<file path="src/rtl/mdvma_pkg.sv">
package mdvma_pkg;

   localparam int unsigned DEST_W = 3;

   typedef enum logic [DEST_W-1:0] {
      DST_NONE     = 3'd0,
      DST_MD       = 3'd1,
      DST_VMA      = 3'd2,
      DST_RD       = 3'd3,
      DST_RD_EARLY = 3'd4,
      DST_VMA_WR   = 3'd5,
      DST_MD_WR    = 3'd6,
      DST_OTHER    = 3'd7
   } dest_e;

   // Write enables requested by one destination code.
   typedef struct packed {
      logic md_data;
      logic vma_data;
      logic md_tag;
      logic vma_tag;
   } dest_dec_t;

   localparam int unsigned LANES    = 2;
   localparam int unsigned LANE_MD  = 0;
   localparam int unsigned LANE_VMA = 1;

endpackage

</file>
<file path="src/rtl/mdvma_dest_decode.sv">
module mdvma_dest_decode
   import mdvma_pkg::*;
#(
   parameter bit FREEZE_ANY = 1'b1
) (
   input  logic [DEST_W-1:0] dest_code,
   output dest_dec_t         dec,
   output logic              trig
);

   dest_e code;
   logic  touches;

   assign code = dest_e'(dest_code);

   always_comb begin
      dec = '0;
      unique case (code)
         DST_MD: begin
            dec.md_data = 1'b1;
            dec.md_tag  = 1'b1;
         end
         DST_VMA: begin
            dec.vma_data = 1'b1;
            dec.vma_tag  = 1'b1;
         end
         DST_RD, DST_RD_EARLY: begin
            dec.vma_data = 1'b1;
            dec.md_tag   = 1'b1;
            dec.vma_tag  = 1'b1;
         end
         DST_VMA_WR: begin
            dec.vma_data = 1'b1;
            dec.vma_tag  = 1'b1;
         end
         DST_MD_WR: begin
            dec.md_data = 1'b1;
            dec.md_tag  = 1'b1;
            dec.vma_tag = 1'b1;
         end
         default: dec = '0;
      endcase
   end

   assign touches = |dec;

   generate
      if (FREEZE_ANY) begin : g_trig_any
         assign trig = (code != DST_NONE);
      end else begin : g_trig_exact
         assign trig = touches;
      end
   endgenerate

endmodule

</file>
<file path="src/rtl/mdvma_hazard.sv">
module mdvma_hazard (
   input  logic clk,
   input  logic rst_n,
   input  logic trig,
   input  logic wr_pend,
   input  logic wr_done,
   input  logic wr_trap,
   output logic freeze,
   output logic abort,
   output logic commit
);

   logic res_q;
   logic trap_q;

   // res_q marks the single cycle after a strobe that ended a freeze.
   always_ff @(posedge clk) begin
      if (!rst_n) begin
         res_q  <= 1'b0;
         trap_q <= 1'b0;
      end else begin
         res_q  <= wr_done & freeze;
         trap_q <= wr_trap & wr_done;
      end
   end

   assign freeze = trig & wr_pend & ~res_q;
   assign abort  = trig & res_q & trap_q;
   assign commit = ~freeze & ~abort;

   assert_idle_no_freeze_R12 : assert property (@(posedge clk) disable iff (!rst_n)
      !wr_pend |-> !freeze);

   assert_abort_after_strobe_R11 : assert property (@(posedge clk) disable iff (!rst_n)
      abort |-> ($past(wr_done) && $past(freeze) && $past(wr_trap)));

   assert_release_after_strobe_R9 : assert property (@(posedge clk) disable iff (!rst_n)
      (freeze && wr_done) |=> !freeze);

   assert_not_both_R12 : assert property (@(posedge clk) disable iff (!rst_n)
      !(freeze && abort));

endmodule

</file>
<file path="src/rtl/mdvma_regs.sv">
module mdvma_regs
   import mdvma_pkg::*;
#(
   parameter int unsigned DATA_W = 32
) (
   input  logic              clk,
   input  logic              rst_n,
   input  dest_dec_t         dec,
   input  logic              commit,
   input  logic [DATA_W-1:0] wr_data,
   input  logic              ir_md_tag,
   input  logic              ir_vma_tag,
   output logic [DATA_W-1:0] md_q,
   output logic [DATA_W-1:0] vma_q,
   output logic              md_tag,
   output logic              vma_tag
);

   logic [LANES-1:0]  data_we;
   logic [LANES-1:0]  tag_we;
   logic [LANES-1:0]  tag_in;
   logic [DATA_W-1:0] lane_data [LANES];
   logic [LANES-1:0]  lane_tag;

   assign data_we[LANE_MD]  = commit & dec.md_data;
   assign data_we[LANE_VMA] = commit & dec.vma_data;
   assign tag_we[LANE_MD]   = commit & dec.md_tag;
   assign tag_we[LANE_VMA]  = commit & dec.vma_tag;
   assign tag_in[LANE_MD]   = ir_md_tag;
   assign tag_in[LANE_VMA]  = ir_vma_tag;

   generate
      for (genvar i = 0; i < LANES; i++) begin : g_lane
         logic [DATA_W-1:0] d_q;
         logic              t_q;
         always_ff @(posedge clk) begin
            if (!rst_n) begin
               d_q <= '0;
               t_q <= 1'b0;
            end else begin
               if (data_we[i]) d_q <= wr_data;
               if (tag_we[i])  t_q <= tag_in[i];
            end
         end
         assign lane_data[i] = d_q;
         assign lane_tag[i]  = t_q;
      end
   endgenerate

   assign md_q    = lane_data[LANE_MD];
   assign vma_q   = lane_data[LANE_VMA];
   assign md_tag  = lane_tag[LANE_MD];
   assign vma_tag = lane_tag[LANE_VMA];

   // a blocked cycle leaves every register and tag as it was.
   assert_blocked_hold_R8 : assert property (@(posedge clk) disable iff (!rst_n)
      !commit |=> ($stable(md_q) && $stable(vma_q) && $stable(md_tag) && $stable(vma_tag)));

endmodule

</file>
<file path="src/rtl/mdvma_dest_ctrl.sv">
module mdvma_dest_ctrl
   import mdvma_pkg::*;
#(
   parameter int unsigned DATA_W     = 32,
   parameter bit          FREEZE_ANY = 1'b1
) (
   input  logic                  clk,
   input  logic                  rst_n,
   input  logic [2:0]            dest_code,
   input  logic                  ir_md_tag,
   input  logic                  ir_vma_tag,
   input  logic [DATA_W-1:0]     wr_data,
   input  logic                  mem_wr_pend,
   input  logic                  mem_wr_done,
   input  logic                  mem_wr_trap,
   output logic [DATA_W-1:0]     md_q,
   output logic [DATA_W-1:0]     vma_q,
   output logic                  md_tag,
   output logic                  vma_tag,
   output logic                  freeze,
   output logic                  abort,
   output logic [2*DATA_W+1:0]   status
);

   localparam int unsigned STAT_W = 2 * DATA_W + 2;

   generate
      if (DATA_W < 1) begin : g_bad_width
         $error("mdvma_dest_ctrl: DATA_W must be at least 1");
      end
      if (STAT_W != $bits(status)) begin : g_bad_status
         $error("mdvma_dest_ctrl: status width mismatch");
      end
   endgenerate

   dest_dec_t dec;
   logic      trig;
   logic      commit;

   mdvma_dest_decode #(.FREEZE_ANY(FREEZE_ANY)) u_decode (
      .dest_code (dest_code),
      .dec       (dec),
      .trig      (trig)
   );

   mdvma_hazard u_hazard (
      .clk     (clk),
      .rst_n   (rst_n),
      .trig    (trig),
      .wr_pend (mem_wr_pend),
      .wr_done (mem_wr_done),
      .wr_trap (mem_wr_trap),
      .freeze  (freeze),
      .abort   (abort),
      .commit  (commit)
   );

   mdvma_regs #(.DATA_W(DATA_W)) u_regs (
      .clk        (clk),
      .rst_n      (rst_n),
      .dec        (dec),
      .commit     (commit),
      .wr_data    (wr_data),
      .ir_md_tag  (ir_md_tag),
      .ir_vma_tag (ir_vma_tag),
      .md_q       (md_q),
      .vma_q      (vma_q),
      .md_tag     (md_tag),
      .vma_tag    (vma_tag)
   );

   assign status = {md_tag, vma_tag, vma_q, md_q};

   assert_md_start_write_tags_R6 : assert property (@(posedge clk) disable iff (!rst_n)
      (dest_code == 3'd6 && !freeze && !abort)
      |=> (md_tag == $past(ir_md_tag) && vma_tag == $past(ir_vma_tag)));

   assert_vma_start_write_keeps_md_tag_R5 : assert property (@(posedge clk) disable iff (!rst_n)
      (dest_code == 3'd5) |=> $stable(md_tag));

   assert_no_dest_keeps_R7 : assert property (@(posedge clk) disable iff (!rst_n)
      (dest_code == 3'd0 || dest_code == 3'd7) |=> ($stable(md_q) && $stable(vma_q)));

endmodule

</file>
<file path="config.mk">
export PLATFORM = sky130hd
export DESIGN_NAME = mdvma_dest_ctrl
export DESIGN_NICKNAME = d
export VERILOG_FILES = /design/src/rtl/mdvma_pkg.sv /design/src/rtl/mdvma_dest_decode.sv /design/src/rtl/mdvma_hazard.sv /design/src/rtl/mdvma_regs.sv /design/src/rtl/mdvma_dest_ctrl.sv
export SDC_FILE = /design/constraint.sdc
export NUM_CORES = 1
export LEC_CHECK = 0
export BUFFER_PORTS_ARGS = -buffer_cell sky130_fd_sc_hd__clkbuf_2
export CORE_UTILIZATION = 48
export DETAILED_ROUTE_END_ITERATION = 7
export PLACE_DENSITY = 0.86
export SLEW_MARGIN = 20
export SYNTH_ARGS = -nofsm -noshare
export SYNTH_HDL_FRONTEND = slang
export SYNTH_SLANG_ARGS = --single-unit
</file>
<file path="constraint.sdc">
create_clock -name clk -period 3.08 [get_ports clk]
set_input_delay 0.154 -clock clk [delete_from_list [all_inputs] [get_ports clk]]
set_output_delay 0.154 -clock clk [all_outputs]
set_load 0.01 [all_outputs]
</file>
### Word-level counts from Yosys, hierarchy flattened

Index checks and enable logic that the tools add are counted.

* flip-flop bits (word level): 68
* input bits: 42

* eq/ne operators: 6
* muxes and demuxes: 4
* bitwise gates (word level): 14
* reduce and logical (&&, ||, !) cells: 5

Operators with widths (count)
* 1-bit AND: 11
* 3-bit == test (second input constant): 3
* 4-bit OR reduction: 2
* 3-bit by 2-bit == test with 1-bit output (second input constant): 2
* 5-bit OR reduction: 1
* 1-bit two-way mux: 4
* 3-bit by 1-bit == test with 1-bit output (second input constant): 1
* 1-bit inverter: 3
* 3-bit nonzero test: 1
* 2-bit OR reduction: 1

### Logic depth before layout (Yosys ltp)

Gate-level depths: netlist of the first run.

* word-level depth: 6
* gate-level depth with buffers: 5
* gate-level depth less buffers: 3

### By module

Synthesis of the first run repeated with hierarchy kept, for this count alone.

* cells, all modules: 389
* area total of the unflattened synthesis: 3407.0 µm²

Modules (own cells, without submodules)
* mdvma_regs: times used 1, cells an instance 304, area each 2760.1 µm², seq. area each 1321.3 µm²
* mdvma_dest_ctrl: times used 1, cells an instance 66, area each 495.5 µm², seq. area each 0.0 µm²
* mdvma_hazard: times used 1, cells an instance 10, area each 85.1 µm², seq. area each 40.0 µm²
* mdvma_dest_decode: times used 1, cells an instance 9, area each 66.3 µm², seq. area each 0.0 µm²

### Worst setup path before layout of the first run

No wires, ideal clock.

* path kind: flip-flop to flip-flop
* start: register u_hazard.res_q
* end: register u_regs.g_lane[0].d_q[10], in the netlist u_regs.md_q[10]
* library setup time: 72 ps
* data arrival time: 1365 ps
* required time: 3008 ps
* slack: 1643 ps
* cell stages (with the launch flop): 5
* period minus slack after synthesis: 1437 ps
* path through: dfxtp_1 mux2_2 a21oi_4 buf_12 mux2i_1

* cells in the longest elaborated chain, start to end: 5
* elaborated cells on any way between the ends: 8

Ends and longest elaborated chain
* start: declaration: RTL line mdvma_hazard.sv:13 `logic res_q;`
* start signal: assignment: RTL line mdvma_hazard.sv:22 `res_q <= wr_done & freeze;`
* 1-bit AND or 1-bit inverter (tied branches): RTL line mdvma_hazard.sv:28, mdvma_hazard.sv:27
* 1-bit AND, on equally long branches: RTL line mdvma_hazard.sv:28, mdvma_hazard.sv:27
* 1-bit inverter: RTL line mdvma_hazard.sv:29 `assign commit = ~freeze & ~abort;`
* 1-bit AND *: RTL line mdvma_hazard.sv:29
* 1-bit AND *: RTL line mdvma_regs.sv:25 `assign data_we[LANE_MD] = commit & dec.md_data;`
* end signal: assignment: RTL line mdvma_regs.sv:41 `if (data_we[i]) d_q <= wr_data;`
* end: declaration: RTL line mdvma_regs.sv:34 `logic [DATA_W-1:0] d_q;`

Every way passes the cells marked *; elsewhere a longest branch is shown, timed or not.
A chain may end at the register's enable or synchronous reset.

### Worst setup path in the final report of the first run

* start: register u_hazard.res_q
* end: register u_regs.g_lane[0].d_q[29], in the netlist u_regs.md_q[29]

The elaborated chain is that of the path after synthesis.

==> flow_summary_export.csv, run 1 <==
group,metric,value,unit
run_status,status,"complete, but fails checks",
run_status,violations,"design-rule violations",
layout,fill_cells,605,
synth,postSynthAreaPerCell,8.59,sq um
hold_path,holdCritStartpoint,"ir_vma_tag",
clock_network,ctsResizeCount,0,
clock_network,insertion_delay,0.34,ns
pwr,combPwrFrac,16.0,%
critical_path,reg2regPathDepth,4,
global_route,grt_pass1_vias,2396,
timing,min_period,1.88,ns
drt,totalWireLength,7.45,mm
synth,ys_seq_area_share,42.0,%
clock_network,clock_sinks,68,
clock_network,clock_path_buffers,2,
synth,yosys_warnings,0,
critical_path,cp.arrival,2.14,ns
clock_network,holdBufCountCts,0,
global_route,grt_start_max_net_pins,69,
global_route,grt-ovfl-total,0,
clock_network,numCtsBuffers,9,
critical_path,worstPathMaxFanout,33,
critical_path,r2r_slack,1.20,ns
timing,finalHoldViolCount,0,
pwr,total_leakage_power,1.84,nW
placement,place_area,3620,sq um
placement,hpwlAfterDp,5.40,mm
global_route,grt_pass1_wl,11.7,mm
global_route,grt_use_total,21.1,%
drt,drc_errors,31,
floorplanning,io-pin-count,176,
layout,fin_nets,517,
pwr,p_sw_share,27.5,%
clock_network,clk_pin_slew,0.07,ns
pwr,clockPowerShare,37.9,%
timing,finalClockSkew,0.00497,ns
hold_path,hold_class,"in2reg",
pwr,powerDensity,544,nW/um^2
timing,fmax,533,MHz
synth,yosysUniqueCellTypes,24,
drt,via_per_inst,5.09,
global_route,antenna_found_initial,0,
layout,finish.utilization,59.7,%
timing,tightest_slew,1.03,ns
layout,drive_above_1_share,42.5,%
placement,numPortBuffers,175,
pwr,intPower,1.51,mW
hold_path,worstHoldPathCells,3,
global_route,grt_use_met3,4.92,%
drt,routedWlPerCell,13.4,microns
layout,areaGrowthSynthToFinish,18.3,%
timing,rsz0062_at_grt,"no",
floorplanning,die_w,84.1,microns
clock_network,cts_tree,"done",
critical_path,cp_data_required_time,3.34,ns
critical_path,cp-end-kind,"register",
pwr,p_switching,0.573,mW
clock_network,cts.htree.levels,3,
timing,setup-tns-final,0,ns
drt,drtIter0Drc,115,
layout,antenna_cells,0,
critical_path,r2r_start,"u_hazard.res_q",
pwr,total_power,2.09,mW
timing,period_share,60.9,%
floorplanning,start_util,50.4,%
synth,syn_area,3240,sq um
timing,setup_viol,0,
floorplanning,design.core.area,6420,sq um
floorplanning,rows,29,
layout,fin_area,3830,sq um
global_route,grtUsageMet1,24.4,%
floorplanning,die_area,7080,sq um
drt,drtAntennaViolNets,0,
floorplanning,die_height,84.1,microns
critical_path,critPathLaunchType,"register",
hold_path,min_to,"u_regs.vma_tag",
synth,synth_nets,419,
synth,synth-seq-cells,68,
global_route,grt_busiest_layer,"met2",
pwr,irDropWorstVdd,292,uV
critical_path,r2r_end,"u_regs.md_q[29]",
synth,syn_inst,377,
drt,firstDrtPassIters,6,
global_route,globalRouteMet2Util,37.3,%
timing,hold_ws,0.0386,ns
clock_network,cts_root_buf,"clkbuf_8",
run,drv_cap,0,
drt,dr_total_vias,2837,
clock_network,postCtsSetupBuffers,0,
placement,gp_congestion,0.762,
timing,drv_slew,0,
pwr,p_seq_share,46.1,%
critical_path,crit_type,"reg2reg",
timing,slew-limit-headroom,31.1,%
## worst max-delay path: stages, from the launching register on
cell     delay, ns
dfxtp_1       0.45
mux2_2        0.60
a21oi_4       0.20
buf_4         0.32
mux2i_1       0.23
## synthesized netlist by cell type
library cell	count	area [sq um]
inv_1	1	3.75
a21oi_1	33	165
a21oi_4	1	16.3
nor2_1	1	3.75
a21bo_2	1	10.0
nand3b_1	1	7.51
nor3_1	1	5.00
buf_12	3	60.1
and3_1	2	12.5
xnor2_1	1	8.76
nand3_1	34	170
dfxtp_1	68	1360
mux2i_1	34	340
xor2_1	2	17.5
buf_2	2	10.0
o211ai_1	1	7.51
buf_4	66	495
nand2_1	67	251
clkbuf_1	21	78.8
mux2_2	1	11.3
or3b_4	1	11.3
nor3b_1	1	7.51
buf_6	2	22.5
o21ai_0	32	160
## flip-flops by register name, indices dropped and copies added, names as in the netlist
name             count
u_regs.vma_tag       1
u_regs.md_tag        1
u_regs.md_q         32
u_hazard.res_q       1
u_regs.vma_q        32
u_hazard.trap_q      1
## stage by stage
stage / setup WS, ns / instances
after floorplan: 1.64 / 377
after global placement: 1.30 / 541
after detailed placement: 1.22 / 541
after CTS: 1.20 / 557
after global routing: 1.08 / 557
final: 1.20 / 557
## power by group through the flow
stage               logic (mW)  registers, mW  clock network (mW)
floorplan                0.232          0.997                   0
global placement         0.329          0.980                   0
detailed placement       0.334          0.982                   0
CTS                      0.336          0.963               0.804
global route             0.365          0.968               0.842
finish                   0.334          0.962               0.790
## final cells by class
type | instances | area, sq um | share of cell area [%]
well taps | 77 | 96.3 | 2.51
repair buffers | 181 | 921 | 24.0
multi-input cells | 214 | 1230 | 32.2
flip-flops and latches | 68 | 1360 | 35.5
inverters | 1 | 3.75 | 0.0980
clock buffers | 9 | 124 | 3.23
clock inverters | 7 | 91.3 | 2.38
## logic make-up (layout without fill, tap and decap cells)
group	after synthesis	in the layout	share of synthesized area [%]
simple gates	108	108	14.5
buf+inv	95	198	20.7
compound gates	68	68	11.1
flops	68	68	42.0
mux	35	35	10.9
xor+xnor	3	3	0.812
## cell usage in the layout (no fill, tap or decap)
cell type / n
inv_1: 1
xor2_1: 1
xor2_2: 1
a21oi_1: 33
mux2i_4: 1
nor2_1: 1
dfxtp_1: 68
nand3b_1: 1
clkinv_4: 1
clkbuf_2: 175
clkbuf_8: 9
nor3b_1: 1
a21oi_4: 1
mux2_2: 1
xnor2_2: 1
a21bo_2: 1
nand2_1: 67
o211ai_1: 1
mux2i_1: 33
and3_1: 2
or3b_4: 1
clkinv_2: 3
clkinvlp_4: 1
bufinv_16: 2
nand3_1: 34
nor3_1: 1
o21ai_0: 32
buf_4: 6
## worst max path at each step
stage                        start  cells after the start  slack (ns)         endpoint
CTS                 u_hazard.res_q                      4        1.20  u_regs.md_q[28]
global route        u_hazard.res_q                      4        1.08   u_regs.md_q[5]
floorplan           u_hazard.res_q                      4        1.64  u_regs.md_q[10]
global placement    u_hazard.res_q                      4        1.30  u_regs.md_q[22]
finish              u_hazard.res_q                      4        1.20  u_regs.md_q[29]
detailed placement  u_hazard.res_q                      4        1.22  u_regs.md_q[28]
## per-layer routing
layer	up-vias	wire length (microns)
li1	1389	-
met1	1297	3070
met2	142	3750
met3	9	537
met4	0	90
met5	-	0
(Power assumes the default switching activity.)
==> inputs of run 2 (changes only) <==
--- a/config.mk
+++ b/config.mk
@@ -6,9 +6,9 @@
 export NUM_CORES = 1
 export LEC_CHECK = 0
 export BUFFER_PORTS_ARGS = -buffer_cell sky130_fd_sc_hd__clkbuf_2
-export CORE_UTILIZATION = 48
+export CORE_UTILIZATION = 45
 export DETAILED_ROUTE_END_ITERATION = 7
-export PLACE_DENSITY = 0.86
+export PLACE_DENSITY = 0.82
 export SLEW_MARGIN = 20
 export SYNTH_ARGS = -nofsm -noshare
 export SYNTH_HDL_FRONTEND = slang
==> constraint.sdc (replaced) <==
create_clock -name clk -period 1.8 [get_ports clk]
set_input_delay 0.09 -clock clk [delete_from_list [all_inputs] [get_ports clk]]
set_output_delay 0.09 -clock clk [all_outputs]
set_load 0.01 [all_outputs]
==> run 2 against run 1 <==
Compared with the run above: the run now ends clean; die area grew 6.5%; worst hold slack lost 0.029 ns; sequential share of layout area shrank 2.7 points; clock power grew 49%; combinational power grew 93%; global-route usage grew 1.0 points; first-iteration DRC count shrank 28%; clock-buffer cell count grew 5; maximum frequency grew 23%; core utilization grew 0.77 points; total power grew 66%; critical path type unchanged; largest power group unchanged.
==> flow_summary_export.csv, run 2 (same netlist as run 1, synthesis figures left out) <==
group,metric,value,unit
layout,areaGrowthSynthToFinish,28.2,%
floorplanning,die_height,86.8,microns
timing,tightest_slew,0.457,ns
global_route,grt_start_max_net_pins,38,
placement,hpwlAfterDp,5.87,mm
global_route,grt_pass1_wl,12.8,mm
drt,drtIter0Drc,83,
run_status,status,"finished clean",
pwr,powerDensity,836,nW/um^2
floorplanning,die_area,7540,sq um
clock_network,clock_sinks,68,
pwr,irDropWorstVdd,363,uV
clock_network,numCtsBuffers,9,
pwr,clockPowerShare,33.9,%
floorplanning,io-pin-count,176,
clock_network,clock_path_buffers,2,
clock_network,postCtsSetupBuffers,0,
pwr,p_sw_share,27.6,%
drt,firstDrtPassIters,4,
timing,period_share,85.0,%
pwr,p_seq_share,47.5,%
layout,multi_input_area,1230,sq um
drt,via_per_inst,4.94,
timing,rsz0062_at_grt,"no",
critical_path,crit_type,"reg2reg",
layout,final_common_cell,"clkbuf_2",
critical_path,critPathLaunchType,"register",
run,drv_cap,0,
layout,fin_nets,547,
pwr,intPower,2.51,mW
floorplanning,die_w,86.8,microns
placement,gp_congestion,0.728,
timing,slew-limit-headroom,69.5,%
critical_path,cp-end-kind,"register",
pwr,total_leakage_power,1.97,nW
drt,drtAntennaViolNets,0,
drt,totalWireLength,8.30,mm
clock_network,insertion_delay,0.33,ns
pwr,p_switching,0.958,mW
drt,met3WireLength,417,microns
layout,seq_area,1360,sq um
global_route,grt-ovfl-total,0,
timing,drv_slew,0,
drt,routedWlPerCell,13.7,microns
hold_path,hold_class,"in2reg",
clock_network,clk_pin_slew,0.07,ns
layout,antenna_cells,0,
drt,wl_met2,4.32,mm
timing,fmax,654,MHz
timing,finalClockSkew,0.00294,ns
floorplanning,design.core.area,6870,sq um
clock_network,cts_tree,"done",
layout,drive_above_1_share,40.9,%
timing,finalHoldViolCount,0,
clock_network,cts.htree.levels,3,
critical_path,cp_data_required_time,2.06,ns
global_route,grt_pass1_vias,2717,
clock_network,cts_root_buf,"clkbuf_8",
drt,highest_layer,"met5",
floorplanning,rows,30,
drt,drc_errors,0,
timing,setup-tns-final,0,ns
placement,numPortBuffers,175,
drt,wl_met1,3.42,mm
timing,min_period,1.53,ns
layout,final_cell_mix,"clkbuf_2 (175), dfxtp_1 (68), nand2_1 (67)",
timing,hold_ws,0.00926,ns
global_route,antenna_found_initial,0,
pwr,combPwrFrac,18.6,%
floorplanning,start_util,47.1,%
drt,dr_total_vias,2991,
layout,fill_cells,622,
global_route,grt_use_total,22.1,%
critical_path,cp.arrival,1.79,ns
critical_path,worstPathMaxFanout,11,
timing,setup_viol,0,
run 2: changes by cell type in the layout (fill, tap and decap cells not counted):
| cell | before | now |
|---|---|---|
| bufinv_16 | 2 | 0 |
| clkinv_4 | 1 | 0 |
| buf_12 | 0 | 3 |
| clkinv_2 | 3 | 1 |
| clkinvlp_4 | 1 | 0 |
| dlygate4sd3_1 | 0 | 24 |
| buf_4 | 6 | 9 |
| clkbuf_8 | 9 | 13 |
| clkbuf_1 | 0 | 1 |
run 2: path summary, 6_finish.rpt:
check | startpoint | to | slack, ns | depth (start not counted)
max | u_hazard.res_q | u_regs.md_q[21] | 0.27 | 4
min | wr_data[17] | u_regs.md_q[17] | 0.009 | 3
max reg2reg | u_hazard.res_q | u_regs.md_q[21] | 0.27 | 4
min reg2reg | u_regs.md_q[14] | u_regs.md_q[14] | 0.47 | 2
run 2: final cells by class:
cell class | count | area share, %
flip-flops and latches | 68 | 32.8
repair buffers | 211 | 30.0
multi-input cells | 214 | 29.7
clock buffers | 14 | 4.40
well taps | 96 | 2.89
clock inverters | 1 | 0.121
inverters | 1 | 0.0904
run 2: stage by stage:
step / total power, mW / cells / setup slack (ns) / util (%) / area [sq um]
2_1_floorplan: 2.10 / 377 / 0.363 / - / 3240
6_report: 3.47 / 605 / 0.270 / 60.4 / 4150
3_3_place_gp: 2.27 / 566 / 0.332 / 54.2 / 3720
3_5_place_dp: 2.29 / 566 / 0.275 / 54.2 / 3720
5_1_grt: 3.62 / 605 / 0.184 / 60.4 / 4150
4_1_cts: 3.49 / 605 / 0.250 / 60.4 / 4150
run 2: per-layer routing:
metal,global-route usage [%],vias to the layer above
li1,-,1455
met1,24.5,1389
met2,39.5,131
met3,4.29,14
met4,12.0,2
met5,0,-
run 2: worst max-delay path, cell delays in order, from the launching register on:
cell     delay [ns]
dfxtp_1        0.43
mux2_2         0.40
a21oi_4        0.16
buf_4          0.25
mux2i_1        0.22
run 2: power by group through the flow:
stage / Combinational (mW) / Clock [mW] / Sequential (mW)
after CTS: 0.647 / 1.20 / 1.65
final: 0.646 / 1.18 / 1.65
after global placement: 0.592 / 0 / 1.68
after detailed placement: 0.605 / 0 / 1.68
after floorplan: 0.396 / 0 / 1.71
after global routing: 0.707 / 1.26 / 1.66
run 2: what timing repair did:
| item | in CTS | in global routing |
|---|---|---|
| hold endpoints to repair | 31 | 0 |
| hold buffers | 24 | 0 |
| resized for setup | 0 | 0 |
